==> src/rtl/ot_alarm_pkg.sv <==
// Package: shared widths and bit positions of the over-temperature alarm.
// Assumes a 16-bit two's-complement temperature word.
package ot_alarm_pkg;
    localparam int DATA_W   = 16;
    localparam int LIM_LSB  = 5;   // limit granularity: bits below are dropped
    localparam int CLR_BIT  = 13;  // control: clear alarm (self-clearing)
    localparam int STAT_BIT = 11;  // status: alarm level
    localparam int HIF_BIT  = 10;  // status: high history flag
    localparam int LOF_BIT  = 9;   // status: low history flag
    localparam int DIS_BIT  = 7;   // control: force pin inactive
    localparam int POL_BIT  = 6;   // control: 1 = active-high pin
endpackage

==> src/rtl/ot_limit_reg.sv <==
// Limit register: keeps only the bits at and above LIM_LSB of a write.
// The lower bits always read as zero. Assumes a one-cycle write strobe.
module ot_limit_reg #(
    parameter int              DATA_W  = 16,
    parameter int              LIM_LSB = 5,
    parameter logic [DATA_W-1:0] RST_VAL = '0
) (
    input  logic              clk,
    input  logic              rst_n,
    input  logic              wr_i,
    input  logic [DATA_W-1:0] wdata_i,
    output logic [DATA_W-1:0] lim_o
);
    localparam int KEEP_W = DATA_W - LIM_LSB;

    logic [KEEP_W-1:0] keep_q;

    // Capture the stored upper bits on a write.
    always_ff @(posedge clk) begin
        if (!rst_n)
            keep_q <= RST_VAL[DATA_W-1:LIM_LSB];
        else if (wr_i)
            keep_q <= wdata_i[DATA_W-1:LIM_LSB];
    end

    // Rebuild the full-width value with zero low bits.
    always_comb lim_o = {keep_q, {LIM_LSB{1'b0}}};
endmodule

==> src/rtl/ot_window_cmp.sv <==
// Window comparator: masks the low LIM_LSB bits of the result, then
// compares it signed against both limits. Purely combinational.
module ot_window_cmp #(
    parameter int DATA_W  = 16,
    parameter int LIM_LSB = 5
) (
    input  logic [DATA_W-1:0] result_i,
    input  logic [DATA_W-1:0] hi_lim_i,
    input  logic [DATA_W-1:0] lo_lim_i,
    output logic              above_o,
    output logic              below_o
);
    logic signed [DATA_W-1:0] masked;

    // Drop the bits finer than the limit step, then compare signed.
    always_comb begin
        masked  = signed'({result_i[DATA_W-1:LIM_LSB], {LIM_LSB{1'b0}}});
        above_o = masked > signed'(hi_lim_i);
        below_o = masked < signed'(lo_lim_i);
    end
endmodule

==> src/rtl/ot_hist_flag.sv <==
// Sticky history flag. It sets on a conversion that meets its condition.
// It clears on a status read only when the latest conversion did not meet
// the condition. A set in the same cycle as a read takes priority.
module ot_hist_flag (
    input  logic clk,
    input  logic rst_n,
    input  logic conv_i,
    input  logic cond_i,
    input  logic rd_i,
    output logic flag_o
);
    logic cond_q;
    logic cond_now;

    // The condition seen by the most recent conversion, this cycle included.
    always_comb cond_now = conv_i ? cond_i : cond_q;

    // Track the condition and update the sticky flag.
    always_ff @(posedge clk) begin
        if (!rst_n) begin
            cond_q <= 1'b0;
            flag_o <= 1'b0;
        end else begin
            if (conv_i)
                cond_q <= cond_i;
            if (conv_i && cond_i)
                flag_o <= 1'b1;
            else if (rd_i && !cond_now)
                flag_o <= 1'b0;
        end
    end
endmodule

==> src/rtl/ot_alarm.sv <==
// Hysteretic over-temperature alarm.
// - Sets on a result above the upper limit.
// - Releases on a result below the lower limit.
// - Can be cleared by software; the next conversion re-arms it.
// - Output has selectable polarity and can be forced inactive.
// Assumes one-cycle strobes from the converter and the register bus.
module ot_alarm #(
    parameter int                DATA_W = ot_alarm_pkg::DATA_W,
    parameter int                LIM_LSB = ot_alarm_pkg::LIM_LSB,
    parameter logic [DATA_W-1:0] HI_RST = 16'h4880,
    parameter logic [DATA_W-1:0] LO_RST = 16'h4600
) (
    input  logic              clk,
    input  logic              rst_n,
    input  logic [DATA_W-1:0] result_i,
    input  logic              conv_done_i,
    input  logic              hi_wr_i,
    input  logic              lo_wr_i,
    input  logic [DATA_W-1:0] lim_wdata_i,
    input  logic              ctrl_wr_i,
    input  logic [DATA_W-1:0] ctrl_wdata_i,
    input  logic              stat_rd_i,
    output logic              alarm_pin_o,
    output logic              alarm_stat_o,
    output logic              hi_flag_o,
    output logic              lo_flag_o,
    output logic [DATA_W-1:0] hi_lim_o,
    output logic [DATA_W-1:0] lo_lim_o,
    output logic [DATA_W-1:0] stat_word_o
);
    import ot_alarm_pkg::*;

    localparam int NLIM = 2;  // index 0 = upper limit, 1 = lower limit

    logic [NLIM-1:0]             lim_wr;
    logic [NLIM-1:0][DATA_W-1:0] lim_q;
    logic [NLIM-1:0]             cond;
    logic [NLIM-1:0]             flag;
    logic                        above;
    logic                        below;
    logic                        trip_q;
    logic                        ctrl_pol_q;
    logic                        ctrl_dis_q;

    // Map the write strobes onto the per-limit array.
    always_comb lim_wr = {lo_wr_i, hi_wr_i};

    // One limit register and one history flag per limit.
    for (genvar g = 0; g < NLIM; g++) begin : g_lim
        ot_limit_reg #(
            .DATA_W (DATA_W),
            .LIM_LSB(LIM_LSB),
            .RST_VAL(g == 0 ? HI_RST : LO_RST)
        ) u_lim (
            .clk    (clk),
            .rst_n  (rst_n),
            .wr_i   (lim_wr[g]),
            .wdata_i(lim_wdata_i),
            .lim_o  (lim_q[g])
        );

        ot_hist_flag u_flag (
            .clk   (clk),
            .rst_n (rst_n),
            .conv_i(conv_done_i),
            .cond_i(cond[g]),
            .rd_i  (stat_rd_i),
            .flag_o(flag[g])
        );
    end

    ot_window_cmp #(
        .DATA_W (DATA_W),
        .LIM_LSB(LIM_LSB)
    ) u_cmp (
        .result_i(result_i),
        .hi_lim_i(lim_q[0]),
        .lo_lim_i(lim_q[1]),
        .above_o (above),
        .below_o (below)
    );

    // Gather the per-limit conditions into the flag array.
    always_comb cond = {below, above};

    // Control bits: polarity and disable. The clear bit is not stored.
    always_ff @(posedge clk) begin
        if (!rst_n) begin
            ctrl_pol_q <= 1'b0;
            ctrl_dis_q <= 1'b0;
        end else if (ctrl_wr_i) begin
            ctrl_pol_q <= ctrl_wdata_i[POL_BIT];
            ctrl_dis_q <= ctrl_wdata_i[DIS_BIT];
        end
    end

    // Alarm state: a conversion result overrides a software clear in the same cycle.
    always_ff @(posedge clk) begin
        if (!rst_n)
            trip_q <= 1'b0;
        else if (conv_done_i && above)
            trip_q <= 1'b1;
        else if (conv_done_i && below)
            trip_q <= 1'b0;
        else if (ctrl_wr_i && ctrl_wdata_i[CLR_BIT])
            trip_q <= 1'b0;
    end

    // Pin level, status bit, flags, limit readback and status word.
    always_comb begin
        alarm_pin_o           = (trip_q && !ctrl_dis_q) ? ctrl_pol_q : !ctrl_pol_q;
        alarm_stat_o          = alarm_pin_o;
        hi_flag_o             = flag[0];
        lo_flag_o             = flag[1];
        hi_lim_o              = lim_q[0];
        lo_lim_o              = lim_q[1];
        stat_word_o           = '0;
        stat_word_o[STAT_BIT] = alarm_pin_o;
        stat_word_o[HIF_BIT]  = flag[0];
        stat_word_o[LOF_BIT]  = flag[1];
        stat_word_o[DIS_BIT]  = ctrl_dis_q;
        stat_word_o[POL_BIT]  = ctrl_pol_q;
    end
endmodule

==> config.mk <==
export PLATFORM = sky130hd
export DESIGN_NAME = ot_alarm
export DESIGN_NICKNAME = d
export VERILOG_FILES = /design/src/rtl/ot_alarm_pkg.sv /design/src/rtl/ot_limit_reg.sv /design/src/rtl/ot_window_cmp.sv /design/src/rtl/ot_hist_flag.sv /design/src/rtl/ot_alarm.sv
export SDC_FILE = /design/constraint.sdc
export NUM_CORES = 1
export LEC_CHECK = 0
export BUFFER_PORTS_ARGS = -buffer_cell sky130_fd_sc_hd__buf_2
export CORE_MARGIN = 5
export CORE_UTILIZATION = 30
export DETAILED_ROUTE_END_ITERATION = 16
export PLACE_DENSITY_LB_ADDON = 0.05
export SLEW_MARGIN = 20
export SYNTH_ARGS = -nofsm -noshare
export SYNTH_HDL_FRONTEND = slang
export SYNTH_HIERARCHICAL = 1
export SYNTH_SLANG_ARGS = --single-unit
export TNS_END_PERCENT = 5
==> constraint.sdc <==
create_clock -name clk -period 2.25 [get_ports clk]
set_input_delay 0.225 -clock clk [delete_from_list [all_inputs] [get_ports clk]]
set_output_delay 0.225 -clock clk [all_outputs]
set_load 0.05 [all_outputs]
==> impl_metrics.py <==
metrics = {
    "critical_path": {
        "crit_path_start_kind": "flip-flop",
        "critical-path-max-stage-delay_ns": 0.33,
        "critPathSlowestCell": "dfxtp_2",
        "crit_type": "reg -> reg",
        "required_ns": 2.44,
        "path_cells": "inv_1 -> ha_1 -> a211o_1 -> a21oi_1 -> nor2_1 -> nor3_2 -> mux2i_2 -> nand2_1 -> a311oi_2",
        "cp-end-kind": "flip-flop",
        "arrival_ns": 2.37,
        "crit_fanout": 3,
    },
    "yosys": {
        "synth-edff-count": 0,
        "netlist_area_um2": 1930,
        "yosysWarnings": 6,
        "yosysSeqAreaShare": 0.301,
        "async_flop_share": 0,
        "ys_types": 29,
        "syn-instance-count": 207,
        "synth-seq-cells": 29,
        "synth_ff_type": "dfxtp_1",
        "avgSynthCellArea_um2": 9.31,
    },
    "hold_path": {
        "hold_class": "in -> reg",
    },
    "placement": {
        "io_buffers": 62,
        "gp_congestion": 0.718,
        "hpwl_um": 3620,
    },
    "finish": {
        "nets": 341,
        "area_delta_synth_final_pct": 18.0,
        "drive_gt1_frac": 0.298,
        "antenna_cells": 0,
        "final_cell_mix": "buf_2, dfxtp_1, inv_1",
        "fillers": 691,
        "final_common_cell": "buf_2",
    },
    "timing": {
        "finalClockSkew_ns": 0.00194,
        "grt_setup_unrepaired": "yes",
        "timing.final.crit_share": 0.968,
        "finalMaxSlewViolations": 0,
        "finalSetupTns_ns": 0,
        "fmax_mhz": 459,
        "worst_hold_slack_ns": 0.181,
        "setup_violations": 0,
        "hold_violations": 0,
        "post-route-min-period_ns": 2.18,
    },
    "global_route": {
        "grt_max_degree": 29,
        "antenna_found_initial": 0,
        "gr-usage-met3": 0.0434,
        "grt-ovfl-total": 0,
        "grtUsageMet1": 0.128,
        "grt_pass1_vias": 1634,
        "grt_pass1_wl_um": 7480,
        "grt_use_met2": 0.189,
        "grt-busiest-layer": "met2",
        "track_usage": 0.113,
    },
    "floorplan": {
        "die_h_um": 90.1,
        "initial_core_util": 0.305,
        "dieArea_um2": 8130,
        "die_w_um": 90.1,
        "io_pins": 107,
        "rows": 29,
        "coreArea_um2": 6310,
    },
    "detailed_routing": {
        "drt-vias-per-instance": 4.29,
        "drc": 0,
        "first_pass_iters": 4,
        "wirelength_um": 4490,
        "drtAntennaViolNets": 0,
        "drt-initial-drc-count": 48,
        "wl_per_cell_um": 13.1,
        "vias": 1466,
    },
    "clocking": {
        "clock_path_buffers": 2,
        "hold_buffers": 0,
        "clkTransAtPathRegs_ns": 0.06,
        "clock_latency_ns": 0.28,
        "post_cts_buffers": 0,
        "numCtsBuffers": 5,
        "htree_levels": 2,
        "cts_tree": "built",
        "cts_resized": 0,
        "ctsRootBufferMaster": "clkbuf_8",
        "numClockSinks": 29,
    },
    "power": {
        "p_per_area_nw_per_um2": 650,
        "peakVddDrop_v": 0.000199,
        "power.leakage_nw": 1.20,
        "power_mw": 1.48,
    },
    "status": {
        "status": "finished, final reports clean",
    },
    "run": {
        "cap_violations": 0,
    },
}
area by class of cell:
class / count / area (um2) / share of cell area
tap: 77 / 96.3 / 0.0424
clock buffer: 8 / 80.1 / 0.0352
sequential: 29 / 582 / 0.256
multi-input combinational: 140 / 1100 / 0.485
inverter: 25 / 93.8 / 0.0413
timing repair buffer: 63 / 318 / 0.140
synthesized netlist by cell type, types with 3 or more instances:
library cell	count	area share
nand4_1	5	0.016
inv_1	25	0.049
mux2i_1	25	0.13
nor2b_1	19	0.062
a21o_1	6	0.023
conb_1	3	0.0058
nor2_1	3	0.0058
nand2_1	12	0.023
ha_1	22	0.14
a21oi_1	9	0.023
buf_4	27	0.11
a311oi_2	3	0.023
dfxtp_1	29	0.30
path summary, 6_finish.rpt:
kind,from,endpoint,slack (ns),cells after the start
setup reg to reg,g_lim[1].u_lim/keep_q[4],g_lim[1].u_flag/flag_o,0.07,9
hold / removal,lim_wdata_i[14],g_lim[0].u_lim/keep_q[9],0.18,3
setup / recovery,g_lim[1].u_lim/keep_q[4],g_lim[1].u_flag/flag_o,0.07,9
hold reg to reg,g_lim[1].u_lim/keep_q[4],g_lim[1].u_lim/keep_q[4],0.48,2
where the power goes:
group	leakage (nW)	switching (mW)	internal, mW
Clock	0.0395	0.191	0.219
Sequential	0.239	0.0231	0.548
Combinational	0.924	0.353	0.144
sequential cells by signal (all words and copies together), names as in the netlist:
signal               count
ctrl_pol_q               1
g_lim.u_lim/keep_q      22
trip_q                   1
ctrl_dis_q               1
g_lim.u_flag/cond_q      2
g_lim.u_flag/flag_o      2
cell families (layout without fill, tap and decap cells):
family | after synthesis | in the layout | share of synthesized area
flops | 29 | 29 | 0.301
other cells | 3 | 21 | 0.00584
mux | 25 | 25 | 0.130
simple gates | 47 | 47 | 0.149
buf+inv | 56 | 96 | 0.169
fa+ha+maj | 22 | 22 | 0.143
xor+xnor | 1 | 1 | 0.00455
compound gates | 24 | 24 | 0.0974
worst max-delay path: cells and delay by family (launching register included):
family / cells / cell delay [ns]
DFF: 1 / 0.33
adders and majority gates: 1 / 0.29
buffers and inverters: 1 / 0.04
and+or+nand+nor: 3 / 0.40
AOI/OAI and AO/OA: 3 / 0.75
muxes: 1 / 0.30
stage by stage:
step | std cells | cell area (um2) | utilization | worst slack [ns]
global route | 342 | 2270 | 0.360 | -0.107
floorplan | 225 | 2000 | - | 0.0467
global placement | 334 | 2180 | 0.345 | 0.0394
CTS | 342 | 2260 | 0.358 | 0.0313
detailed placement | 334 | 2180 | 0.345 | 0.0459
finish | 342 | 2270 | 0.360 | 0.0719
metal layers:
metal	part of all wire	vias up
met1	0.45	652
li1	-	762
met4	0.017	0
met2	0.46	46
met3	0.076	6
met5	0	-
(Power assumes the default switching activity.)
